**config.mk**
```make
export PLATFORM = sky130hd
export DESIGN_NAME = async_word_stripper
export DESIGN_NICKNAME = d
export VERILOG_FILES = /design/src/rtl/aws_pkg.sv /design/src/rtl/aws_framer.sv /design/src/rtl/aws_break.sv /design/src/rtl/aws_fifo.sv /design/src/rtl/async_word_stripper.sv
export SDC_FILE = /design/constraint.sdc
export NUM_CORES = 1
export LEC_CHECK = 0
export BUFFER_PORTS_ARGS = -buffer_cell sky130_fd_sc_hd__buf_2
export CORE_MARGIN = 2
export CORE_UTILIZATION = 65
export DETAILED_ROUTE_END_ITERATION = 8
export PLACE_DENSITY_LB_ADDON = 0.2
export SETUP_SLACK_MARGIN = 0.3
export SLEW_MARGIN = 20
export SYNTH_ARGS = -nofsm -noshare
export SYNTH_HDL_FRONTEND = slang
export SYNTH_HIERARCHICAL = 1
export SYNTH_SLANG_ARGS = --single-unit
```
**constraint.sdc**
```tcl
create_clock -name clk -period 4 [get_ports clk]
set_input_delay 0.2 -clock clk [delete_from_list [all_inputs] [get_ports clk]]
set_output_delay 0.2 -clock clk [all_outputs]
set_load 0.01 [all_outputs]
```
**src/rtl/aws_pkg.sv**
```systemverilog
package aws_pkg;

    typedef enum logic [2:0] {
        FR_IDLE,
        FR_START,
        FR_DATA,
        FR_STOP,
        FR_WAIT
    } frame_state_e;

endpackage

```
**src/rtl/aws_framer.sv**
```systemverilog
module aws_framer #(
    parameter int OSR  = 16,
    parameter int WMAX = 9
) (
    input  logic            clk,
    input  logic            rst_n,
    input  logic            tick,
    input  logic            line,
    input  logic            wide,
    output logic            push,
    output logic [WMAX-1:0] push_word
);
    import aws_pkg::*;

    localparam int CW  = $clog2(OSR);
    localparam int BW  = $clog2(WMAX + 1);
    localparam int MID = OSR / 2 - 1;

    typedef struct packed {
        frame_state_e    state;
        logic [CW-1:0]   cnt;
        logic [BW-1:0]   nbit;
        logic [WMAX-1:0] shreg;
        logic            push;
        logic [WMAX-1:0] word;
    } framer_t;

    framer_t st_d, st_q;
    logic [BW-1:0] last_idx;

    always_comb begin
        st_d      = st_q;
        st_d.push = 1'b0;
        last_idx  = wide ? BW'(WMAX - 1) : BW'(WMAX - 2);
        if (tick) begin
            case (st_q.state)
                FR_IDLE: begin
                    if (!line) begin
                        st_d.state = FR_START;
                        st_d.cnt   = '0;
                    end
                end
                FR_START: begin
                    if (st_q.cnt == CW'(MID)) begin
                        st_d.cnt = '0;
                        if (!line) begin
                            st_d.state = FR_DATA;
                            st_d.nbit  = '0;
                            st_d.shreg = '0;
                        end else begin
                            st_d.state = FR_IDLE;
                        end
                    end else begin
                        st_d.cnt = st_q.cnt + 1'b1;
                    end
                end
                FR_DATA: begin
                    if (st_q.cnt == CW'(OSR - 1)) begin
                        st_d.cnt   = '0;
                        st_d.shreg = {line, st_q.shreg[WMAX-1:1]};
                        st_d.nbit  = st_q.nbit + 1'b1;
                        if (st_q.nbit == last_idx) begin
                            st_d.state = FR_STOP;
                        end
                    end else begin
                        st_d.cnt = st_q.cnt + 1'b1;
                    end
                end
                FR_STOP: begin
                    if (st_q.cnt == CW'(OSR - 1)) begin
                        st_d.cnt = '0;
                        if (line) begin
                            st_d.push  = 1'b1;
                            st_d.word  = wide ? st_q.shreg : (st_q.shreg >> 1);
                            st_d.state = FR_IDLE;
                        end else begin
                            st_d.state = FR_WAIT;
                        end
                    end else begin
                        st_d.cnt = st_q.cnt + 1'b1;
                    end
                end
                FR_WAIT: begin
                    if (line) begin
                        st_d.state = FR_IDLE;
                    end
                end
                default: st_d.state = FR_IDLE;
            endcase
        end
    end

    always_ff @(posedge clk) begin
        if (!rst_n) begin
            st_q <= '{state: FR_IDLE, default: '0};
        end else begin
            st_q <= st_d;
        end
    end

    assign push      = st_q.push;
    assign push_word = st_q.word;

endmodule

```
**src/rtl/aws_break.sv**
```systemverilog
module aws_break #(
    parameter int OSR        = 16,
    parameter int BREAK_BITS = 11
) (
    input  logic clk,
    input  logic rst_n,
    input  logic tick,
    input  logic line,
    output logic brk
);
    localparam int LIMIT = OSR * BREAK_BITS;
    localparam int KW    = $clog2(LIMIT + 1);

    typedef struct packed {
        logic [KW-1:0] cnt;
        logic          flag;
    } brk_t;

    brk_t b_d, b_q;

    always_comb begin
        b_d = b_q;
        if (line) begin
            b_d.cnt = '0;
        end else if (tick && (b_q.cnt != KW'(LIMIT))) begin
            b_d.cnt = b_q.cnt + 1'b1;
        end
        b_d.flag = (b_d.cnt == KW'(LIMIT));
    end

    always_ff @(posedge clk) begin
        if (!rst_n) begin
            b_q <= '0;
        end else begin
            b_q <= b_d;
        end
    end

    assign brk = b_q.flag;

endmodule

```
**src/rtl/aws_fifo.sv**
```systemverilog
module aws_fifo #(
    parameter int W     = 9,
    parameter int DEPTH = 4
) (
    input  logic                       clk,
    input  logic                       rst_n,
    input  logic                       push,
    input  logic [W-1:0]               push_word,
    input  logic                       pop,
    output logic [W-1:0]               head,
    output logic                       valid,
    output logic [$clog2(DEPTH+1)-1:0] fill
);
    localparam int PW = (DEPTH > 1) ? $clog2(DEPTH) : 1;
    localparam int FW = $clog2(DEPTH + 1);

    typedef struct packed {
        logic [DEPTH-1:0][W-1:0] mem;
        logic [PW-1:0]           rd_ptr;
        logic [PW-1:0]           wr_ptr;
        logic [FW-1:0]           count;
    } fifo_t;

    fifo_t f_d, f_q;
    logic  do_push, do_pop;

    function automatic logic [PW-1:0] wrap_inc(input logic [PW-1:0] p);
        return (p == PW'(DEPTH - 1)) ? '0 : p + 1'b1;
    endfunction

    always_comb begin
        f_d     = f_q;
        do_push = push && (f_q.count != FW'(DEPTH));
        do_pop  = pop && (f_q.count != '0);
        if (do_push) begin
            f_d.mem[f_q.wr_ptr] = push_word;
            f_d.wr_ptr          = wrap_inc(f_q.wr_ptr);
        end
        if (do_pop) begin
            f_d.rd_ptr = wrap_inc(f_q.rd_ptr);
        end
        case ({do_push, do_pop})
            2'b10:   f_d.count = f_q.count + 1'b1;
            2'b01:   f_d.count = f_q.count - 1'b1;
            default: f_d.count = f_q.count;
        endcase
    end

    always_ff @(posedge clk) begin
        if (!rst_n) begin
            f_q <= '0;
        end else begin
            f_q <= f_d;
        end
    end

    assign head  = f_q.mem[f_q.rd_ptr];
    assign valid = (f_q.count != '0);
    assign fill  = f_q.count;

endmodule

```
**src/rtl/async_word_stripper.sv**
```systemverilog
module async_word_stripper #(
    parameter int OSR          = 16,
    parameter int WMAX         = 9,
    parameter int DEPTH        = 4,
    parameter int STATUS_LEVEL = 2,
    parameter int BREAK_BITS   = 11
) (
    input  logic            clk,
    input  logic            rst_n,
    input  logic            tick_16x,
    input  logic            rx_line,
    input  logic            wide_word,
    output logic [WMAX-1:0] rd_data,
    output logic            rd_valid,
    input  logic            rd_pop,
    output logic            line_break,
    output logic            tx_ready
);
    localparam int FW = $clog2(DEPTH + 1);

    typedef struct packed {
        logic s1;
        logic s2;
    } sync_t;

    sync_t sy_d, sy_q;
    logic            line_s;
    logic            push;
    logic [WMAX-1:0] push_word;
    logic [FW-1:0]   fill;

    always_comb begin
        sy_d.s1 = rx_line;
        sy_d.s2 = sy_q.s1;
    end

    always_ff @(posedge clk) begin
        if (!rst_n) begin
            sy_q <= '{s1: 1'b1, s2: 1'b1};
        end else begin
            sy_q <= sy_d;
        end
    end

    assign line_s = sy_q.s2;

    aws_framer #(.OSR(OSR), .WMAX(WMAX)) u_framer (
        .clk       (clk),
        .rst_n     (rst_n),
        .tick      (tick_16x),
        .line      (line_s),
        .wide      (wide_word),
        .push      (push),
        .push_word (push_word)
    );

    aws_break #(.OSR(OSR), .BREAK_BITS(BREAK_BITS)) u_break (
        .clk   (clk),
        .rst_n (rst_n),
        .tick  (tick_16x),
        .line  (line_s),
        .brk   (line_break)
    );

    aws_fifo #(.W(WMAX), .DEPTH(DEPTH)) u_fifo (
        .clk       (clk),
        .rst_n     (rst_n),
        .push      (push),
        .push_word (push_word),
        .pop       (rd_pop),
        .head      (rd_data),
        .valid     (rd_valid),
        .fill      (fill)
    );

    assign tx_ready = rst_n && (fill < FW'(STATUS_LEVEL));

endmodule

```
==> out/results.txt, run 1 <==
Cell Area, Synth - 4110 um2
Crit path max fanout - 7
RSZ-0062 raised after global routing - false
I/O pin cnt - 18
CP Class - register to register
Post-CTS Setup Repair Bufs - 0
Final nets - 428
Antenna-violating nets left - 0
CP arrival - 2730 ps
DRT iter0 DRCs - 155
RePlAce Congestion - 0.854
Worst-path cell chain - or3b_4, and2_1, inv_1, ha_1, inv_1, fa_1, xor2_1, or3_1, a21boi_0
Clk_skew - 13.2 ps
Pwr per Cell Area - 349 nW/um2
Avg Vias per Cell - 5.93
Crit end category - register
DR pass1 iterations - 4
Total core area - 6030 um2
Hold crit path type - input pin to register
Setup_tns - 0 ps
Root buffer cell - clkbuf_8
Area Growth Syn to Fin - 3.78%
H-tree levels - 3
Synthesized instance count - 419
Vias in the first global route - 2760
CTS Buffer Depth - 2
Yosys warning total - 6
Initial antenna violation count - 0
Die area - 6970 um2
Via Count - 2912
Starting Density - 68.2%
Clock latency at the later pin of the worst-skew pair - 360 ps
CP max stage delay - 450 ps
Post-DP HPWL - 4.98 mm
Peak VDD IR - 0.321 mV
Slew of the pin with the lowest slew margin - 692 ps
Row count - 28
Final Max Slew Viols - 0
CTS buffer count - 9
Residual DRC - 0
Min cycle time layout - 2450 ps
Final setup vio count - 0
Pin count of the biggest net entering global routing - 55
Die H - 83.5 um
# clock sinks - 84
Share of layout cells above drive strength 1 - 14.4%
Number of max-cap violations - 0
Final Cycle Share - 61.4%
Status - complete, no violations
Total track usage - 22.0%
Hold Violations, Final - 0
Crit path top cell by count - inv_1
Clk slew on worst S/H paths - 80 ps
Fmax - 407 MHz
Net count after synthesis - 436
Die Width - 83.5 um
CTS tree - built
Leak Pwr - 1.55 nW
Wire per inst - 14.9 um
Most frequent cells in the layout - dfxtp_1 (84), nand2_1 (66), mux2i_1 (47)
ANT cells - 0
Crit path required time - 4280 ps
Critical Path Slowest Stage Cell - or3b_4
Syn_area_per_cell - 9.81 um2
Cts repair resizes - 0
Crit start category - register
Hold Buf Count CTS - 0
Post-layout power - 1.49 mW
Global-route wire length before repair - 12.5 mm
Slew headroom - 53.8%
Worst R2R Setup Slack - 1550 ps
Commonest non-fill, non-tap cell in the layout - dfxtp_1
I/O Buffers - 17
Grt ovf - 0
DRT Wirelength - 7.31 mm
state kept, by name, summed over array words and instances, names as in the netlist:
signal              flops
u_framer/push           1
line_s                  1
u_break/brk             1
sy_d                    1
u_fifo/f_q             40
u_framer/push_word      9
u_fifo/fill             3
u_framer/st_q          20
u_break/b_q             8
metal layers:
layer / share of wire [%] / track usage (%) / vias to the layer above
met5: 0 / 0 / -
met4: 1.2 / 6.74 / 0
met3: 3.6 / 6.23 / 14
met2: 50 / 38.1 / 49
met1: 46 / 26.7 / 1403
li1: - / - / 1446
metrics by stage:
stage | setup slack, ps | cell area, um2 | util (%) | hold slack [ps] | std cells
5_1_grt | 1410 | 4260 | 70.8 | 15.2 | 491
2_1_floorplan | 1770 | 4110 | - | 273 | 419
4_1_cts | 1560 | 4260 | 70.7 | 24.4 | 491
3_3_place_gp | 1680 | 4060 | 67.4 | 396 | 475
3_5_place_dp | 1580 | 4060 | 67.4 | 403 | 475
6_report | 1550 | 4260 | 70.8 | 33.3 | 491
worst max-delay path: cells and delay by family (launching register included):
kind                       cells  cell delay [ps]
DFF                            1              410
and+or+nand+nor                3              950
adders and majority gates      2              550
buffers and inverters          2              130
AOI/OAI and AO/OA              1              180
xor gates and xnor gates       1              150
where the power goes:
| part | total, mW | internal, mW | switching (mW) | leakage, nW |
|---|---|---|---|---|
| Clock | 0.604 | 0.294 | 0.310 | 0.0935 |
| Sequential | 0.841 | 0.837 | 0.00413 | 0.677 |
| Combinational | 0.0438 | 0.0138 | 0.0300 | 0.780 |
| Total | 1.49 | 1.14 | 0.344 | 1.55 |
layout make-up:
type | instances | area (um2)
Fill cell | 473 | 1760
Inverter | 14 | 52.6
Tap cell | 75 | 93.8
Timing Repair Buffer | 18 | 92.6
Sequential cell | 84 | 1680
Clock buffer | 10 | 128
Multi-Input combinational cell | 284 | 2140
Clock inverter | 6 | 71.3
worst paths after layout:
kind                                     start  depth (start not counted)        endpoint
worst max-delay path            u_fifo/fill[2]                          9  u_fifo/fill[2]
worst min-delay path                   rx_line                          2         sy_d[0]
worst max register to register  u_fifo/fill[2]                          9  u_fifo/fill[2]
worst min register to register         sy_d[0]                          1          line_s
No activity file was read; power rests on OpenSTA's default activity.
==> run 2, diff against run 1 <==
--- a/config.mk
+++ b/config.mk
@@ -5,9 +5,10 @@
 export SDC_FILE = /design/constraint.sdc
 export NUM_CORES = 1
 export LEC_CHECK = 0
+export ABC_AREA = 1
 export BUFFER_PORTS_ARGS = -buffer_cell sky130_fd_sc_hd__buf_2
 export CORE_MARGIN = 2
-export CORE_UTILIZATION = 65
+export CORE_UTILIZATION = 56
 export DETAILED_ROUTE_END_ITERATION = 8
 export PLACE_DENSITY_LB_ADDON = 0.2
 export SETUP_SLACK_MARGIN = 0.3
==> constraint.sdc (replaced) <==
create_clock -name clk -period 2.2 [get_ports clk]
set_input_delay 0.11 -clock clk [delete_from_list [all_inputs] [get_ports clk]]
set_output_delay 0.11 -clock clk [all_outputs]
set_load 0.01 [all_outputs]
==> run 2 against run 1 <==
Against the previous run: worst setup slack worse by 1100 ps; largest power group unchanged; count of clock-buffer cells in the layout up 1; synthesized area up 15%; highest routed layer unchanged; register-to-register slack worse by 1100 ps; critical endpoint unchanged; hold slack better by 46 ps; utilization down 10 points; clock power up 90%; die area up 32%; sequential share of layout area down 5.5 points; total power rose to 2.5 times the previous value; non-clock buffer count up 6.
==> out/results.txt, run 2 <==
Clock share of power - 30.8% (-9.7 points)
Clk_skew - 8.08 ps (-5.14 ps)
Int Power - 2.49 mW (+120%)
Critical Path Slowest Stage Cell - fa_1
Total core area - 8220 um2 (+36%)
Die area - 9200 um2 (+32%)
Initial antenna violation count - 0 (unchanged)
Row count - 33 (+18%)
Starting Density - 57.6% (-11 points)
Met3 Use GR - 3.13% (-3.1 points)
Hold depth - 4 (+2)
Comb power frac - 23.8% (+21 points)
CTS Buffer Depth - 2 (unchanged)
Area Growth Syn to Fin - 4.71%
Worst-path cell chain - inv_1, a21boi_2, ha_1, inv_1, fa_1, inv_1, nand2_1, nand3_1, nand2_1, nand2_1, nor2_1
Sw Pwr - 1.25 mW (+260%)
Total track usage - 22.8% (+0.79 points)
Avg Vias per Cell - 5.02 (-15%)
Final Cycle Share - 81.8% (+20 points)
Global-route wire length before repair - 16.8 mm (+34%)
Antenna-violating nets left - 0 (unchanged)
Met2 Use GR - 40.3% (+2.1 points)
Dpl ws - 210 ps (-1370 ps)
Final Max Slew Viols - 0 (unchanged)
Final setup margin - 401 ps (-1140 ps)
Min cycle time layout - 1800 ps (-655 ps)
Cell Area, Synth - 4730 um2 (+15%)
DRT iter0 DRCs - 183 (+18%)
Hold crit path type - input pin to register
RSZ-0062 raised after global routing - false
Switching part of the total power - 33.5% (+10 points)
Crit start category - register
R2r endpoint - u_fifo/fill[2]
Crit end category - register
DP Area - 4730 um2 (+16%)
Worst R2R Setup Slack - 400 ps (-1140 ps)
Residual DRC - 0 (unchanged)
DR pass1 iterations - 5 (+1)
Synthesized instance count - 723 (+73%)
Worst hold start - rd_pop
Max reg flops - 40 (unchanged)
Fillers - 783 (+66%)
Buf/Inv on CP - 3 (+1)
Slew of the pin with the lowest slew margin - 560 ps (-132 ps)
Net count after synthesis - 740 (+70%)
Peak VDD IR - 0.630 mV (+96%)
Status - complete, no violations
Crit path required time - 2450 ps (-1830 ps)
Root buffer cell - clkbuf_8
Family with the most delay on the worst path - adder cells
Met1 Track Usage GR - 28.3% (+1.6 points)
Pwr per Cell Area - 755 nW/um2 (+120%)
Final setup vio count - 0 (unchanged)
Pin count of the biggest net entering global routing - 47 (-15%)
Crit path max fanout - 4 (-3)
Worst R2R Start - u_fifo/fill[2]
Worst Hold End - u_fifo/f_q[6]
Via Count - 4154 (+43%)
H-tree levels - 3 (unchanged)
Leak Pwr - 2.26 nW (+46%)
RePlAce Congestion - 0.867 (+1.5%)
Most frequent cells in the layout - nand2_1 (161), inv_1 (129), nor2_1 (116)
Grt ovf - 0 (unchanged)
# clock sinks - 84 (unchanged)
Fmax - 556 MHz (+36%)
Final design utilization - 60.3% (-10 points)
CTS tree - built
Die Width - 95.9 um (+15%)
Post-Layout Inst Area - 4950 um2 (+16%)
Biggest register - u_fifo/f_q
Hold slack - 79.6 ps (+46.3 ps)
Vias in the first global route - 3748 (+36%)
ANT cells - 0 (unchanged)
Post-DP HPWL - 6.57 mm (+32%)
Die H - 95.9 um (+15%)
Yosys warning total - 6 (unchanged)
CP arrival - 2050 ps (-680 ps)
R2R cell count - 11 (+2)
Setup_tns - 0 ps (unchanged)
Share of layout cells above drive strength 1 - 9.41% (-5.0 points)
CP Class - register to register
Clock latency at the later pin of the worst-skew pair - 350 ps (about the same)
Final nets - 735 (+72%)
Syn_area_per_cell - 6.55 um2 (-33%)
I/O pin cnt - 18 (unchanged)
CTS buffer count - 9 (unchanged)
Slew headroom - 62.6% (+8.8 points)
Number of max-cap violations - 0 (unchanged)
Commonest non-fill, non-tap cell in the layout - nand2_1
DRT Wirelength - 9.58 mm (+31%)
Busiest grt layer - met2
Hold Violations, Final - 0 (unchanged)
Clk slew on worst S/H paths - 80 ps (about the same)
Wire per inst - 11.6 um (-22%)
CP max stage delay - 380 ps (-70 ps)
Flop pwr share - 45.4% (-11 points)
I/O Buffers - 17 (unchanged)
[run 2: cell type report]
| cell class | count | area [um2] | area share, % |
|---|---|---|---|
| Inverter | 134 | 503 | 10.2 |
| Tap cell | 105 | 131 | 2.65 |
| Clock inverter | 5 | 60.1 | 1.21 |
| Clock buffer | 11 | 151 | 3.06 |
| Sequential cell | 84 | 1680 | 34.0 |
| Multi-Input combinational cell | 465 | 2290 | 46.1 |
| Timing Repair Buffer | 24 | 140 | 2.83 |
[run 2: per-stage QoR]
step	instances	power, mW
2_1_floorplan	723	2.45
3_3_place_gp	811	2.60
3_5_place_dp	811	2.62
4_1_cts	828	3.77
5_1_grt	828	3.97
6_report	828	3.74
[run 2: worst max path at each step]
stage	startpoint	to	slack, ps	depth (start not counted)
floorplan	u_fifo/fill[2]	u_fifo/fill[2]	430	11
global placement	u_fifo/fill[2]	u_fifo/fill[2]	360	11
detailed placement	u_fifo/fill[2]	u_fifo/fill[2]	210	11
CTS	u_fifo/fill[2]	u_fifo/fill[2]	300	11
global route	u_fifo/f_q[6]	rd_data[2]	300	4
finish	u_fifo/fill[2]	u_fifo/fill[2]	400	11
[run 2: layer usage]
| metal | vias to the layer above | share of wire, % |
|---|---|---|
| met5 | - | 0 |
| li1 | 2230 | - |
| met3 | 13 | 3.6 |
| met2 | 83 | 47 |
| met4 | 0 | 1.7 |
| met1 | 1828 | 47 |
[run 2: worst min-delay path: stages]
cell	delay [ps]
buf_2	110
nand3b_1	80
nand2_1	60
nor2_1	30
[run 2: timing repair]
action                                  4_1_cts  5_1_grt
endpoints found under the setup margin        1        1
hold endpoints to repair                      1        0
resized for setup                             1        2
buffers inserted                              0        0
hold buffers                                  1        0
[run 2: power by group through the flow]
stage | logic, mW | registers [mW] | clock network [mW]
after floorplan | 0.745 | 1.70 | 0
after global placement | 0.871 | 1.73 | 0
after detailed placement | 0.886 | 1.73 | 0
after CTS | 0.891 | 1.70 | 1.18
after global routing | 1.02 | 1.71 | 1.24
final | 0.891 | 1.70 | 1.15
==> run 3, diff against run 2 <==
--- a/config.mk
+++ b/config.mk
@@ -8,7 +8,7 @@
 export ABC_AREA = 1
 export BUFFER_PORTS_ARGS = -buffer_cell sky130_fd_sc_hd__buf_2
 export CORE_MARGIN = 2
-export CORE_UTILIZATION = 56
+export CORE_UTILIZATION = 62
 export DETAILED_ROUTE_END_ITERATION = 8
 export PLACE_DENSITY_LB_ADDON = 0.2
 export SETUP_SLACK_MARGIN = 0.3
==> constraint.sdc (replaced) <==
create_clock -name clk -period 1.8 [get_ports clk]
set_input_delay 0.09 -clock clk [delete_from_list [all_inputs] [get_ports clk]]
set_output_delay 0.09 -clock clk [all_outputs]
set_load 0.01 [all_outputs]
==> run 3 against run 2 <==
Against the previous run: wire length is 21% higher; worst setup slack worse by 320 ps; count of clock-buffer cells in the layout shrank 2; cell area grew 14%; die area is 9.3% lower; hold slack lost 41 ps.
==> out/results.txt, run 3 (synthesis gave the netlist of run 2 again) <==
Biggest register - u_fifo/f_q
Post-DP HPWL - 6.72 mm (+2.4%)
Row count - 31 (-6.1%)
Grt ovf - 0 (unchanged)
Vias in the first global route - 4199 (+12%)
H-tree levels - 3 (unchanged)
Residual DRC - 0 (unchanged)
CTS tree - built
Starting Density - 64.6% (+7.0 points)
I/O pin cnt - 18 (unchanged)
# clock sinks - 84 (unchanged)
Worst R2R Setup Slack - 90 ps (-320 ps)
Fillers - 550 (-30%)
Die area - 8350 um2 (-9.3%)
Share of layout cells above drive strength 1 - 21.4% (+12 points)
Crit end category - register
Via Count - 4501 (+8.4%)
Finished Layout Cells - 862 (+4.1%)
Clock latency at the later pin of the worst-skew pair - 360 ps (about the same)
Critical Path Slowest Stage Cell - dfxtp_4
Hold crit path type - input pin to register
Crit start category - register
Final nets - 775 (+5.4%)
Final Max Slew Viols - 0 (unchanged)
ANT cells - 0 (unchanged)
Crit path top cell by count - nand2_1
Root buffer cell - clkbuf_8
Slew of the pin with the lowest slew margin - 466 ps (-94.2 ps)
Crit path required time - 2050 ps (-400 ps)
Buf/Inv on CP - 2 (-1)
Avg Vias per Cell - 5.22 (+4.1%)
DRT Wirelength - 11.6 mm (+21%)
Hold slack - 38.8 ps (-40.8 ps)
Number of max-cap violations - 0 (unchanged)
CTS Buffer Depth - 2 (unchanged)
Die H - 91.4 um (-4.8%)
Pin count of the biggest net entering global routing - 43 (-8.5%)
Min cycle time layout - 1710 ps (-84.1 ps)
Global-route wire length before repair - 18.4 mm (+10%)
Leak Pwr - 2.53 nW (+12%)
Commonest non-fill, non-tap cell in the layout - nand2_1
CP Class - register to register
Pwr per Cell Area - 955 nW/um2 (+27%)
Worst-path cell chain - nor2_4, nand2_4, nand2_4, ha_4, inv_4, fa_2, inv_1, nand2_1, nand3_2, nand2_1, nand2_1, nor2_1
Antenna-violating nets left - 0 (unchanged)
Area Growth Syn to Fin - 19.3%
I/O Buffers - 17 (unchanged)
Wire per inst - 13.4 um (+16%)
Max reg flops - 40 (unchanged)
CTS buffer count - 9 (unchanged)
Slew headroom - 68.9% (+6.3 points)
RePlAce Congestion - 0.850 (-1.9%)
Fmax - 583 MHz (+4.9%)
Hold Violations, Final - 0 (unchanged)
CP max stage delay - 370 ps (about the same)
DR pass1 iterations - 5 (unchanged)
Clk slew on worst S/H paths - 90 ps (about the same)
Total track usage - 26.7% (+3.9 points)
Final design utilization - 77.0% (+17 points)
Placed insts - 809 (-0.25%)
Status - complete, no violations
Crit path max fanout - 4 (unchanged)
Die Width - 91.4 um (-4.8%)
Clk_skew - 9.79 ps (+1.70 ps)
Total core area - 7330 um2 (-11%)
Final setup vio count - 0 (unchanged)
Most frequent cells in the layout - nand2_1 (158), inv_1 (124), nor2_1 (102)
Final Cycle Share - 95.3% (+14 points)
Peak VDD IR - 0.701 mV (+11%)
DRT iter0 DRCs - 225 (+23%)
CP arrival - 1960 ps (-90 ps)
Family with the most delay on the worst path - simple AND/OR/NAND/NOR gates
RSZ-0062 raised after global routing - true
Initial antenna violation count - 0 (unchanged)
## run 3: cell count changes in the layout (fill, tap and decap cells not counted), sizes merged
cell,before,now
buf,23,59
clkinvlp,1,4
nand2,169,171
bufinv,1,2
clkbuf,11,10
inv,132,131
## run 3: what timing repair did
action	in CTS	in global routing
endpoints found under the hold margin	1	0
hold buffers	1	0
setup endpoints to repair	62	59
pin swaps	12	29
gates resized for setup	29	80
cloned	2	3
buffers inserted	16	15
## run 3: worst paths after layout
check,start,end,depth (start not counted)
worst max-delay path,u_fifo/fill[1],u_fifo/fill[2],12
worst min-delay path,rst_n,sy_d[0],2
worst max register to register,u_fifo/fill[1],u_fifo/fill[2],12
worst min register to register,sy_d[0],line_s,2
## run 3: area by class of cell
class | count | area, um2 | area share [%]
flip-flops and latches | 84 | 1700 | 30.1
clock buffers | 9 | 124 | 2.19
multi-input cells | 467 | 2560 | 45.3
inverters | 134 | 526 | 9.31
repair inverters | 1 | 7.51 | 0.133
clock inverters | 7 | 98.8 | 1.75
well taps | 99 | 124 | 2.19
repair buffers | 61 | 508 | 9.00
## run 3: metrics by stage
stage	power [mW]	worst slack, ps	cell area [um2]	setup TNS (ps)
global placement	3.23	106	4770	0
detailed placement	3.27	-26.3	4770	-26.3
floorplan	3.00	108	4750	0
finish	5.39	85.0	5650	0
CTS	5.02	181	5260	0
global route	5.66	36.0	5650	0
## run 3: power by group
part	switching (mW)	leakage, nW	internal, mW
clock network	0.730	0.110	0.791
logic	1.06	1.74	0.716
registers	0.121	0.684	1.97
total	1.92	2.53	3.48
## run 3: per-layer routing
| metal | global-route usage [%] | up-vias | wire [um] |
|---|---|---|---|
| met5 | 0 | - | 0 |
| met4 | 10.4 | 0 | 244 |
| met3 | 3.57 | 22 | 563 |
| met2 | 48.4 | 121 | 5840 |
| met1 | 31.8 | 2039 | 4950 |
| li1 | - | 2319 | - |
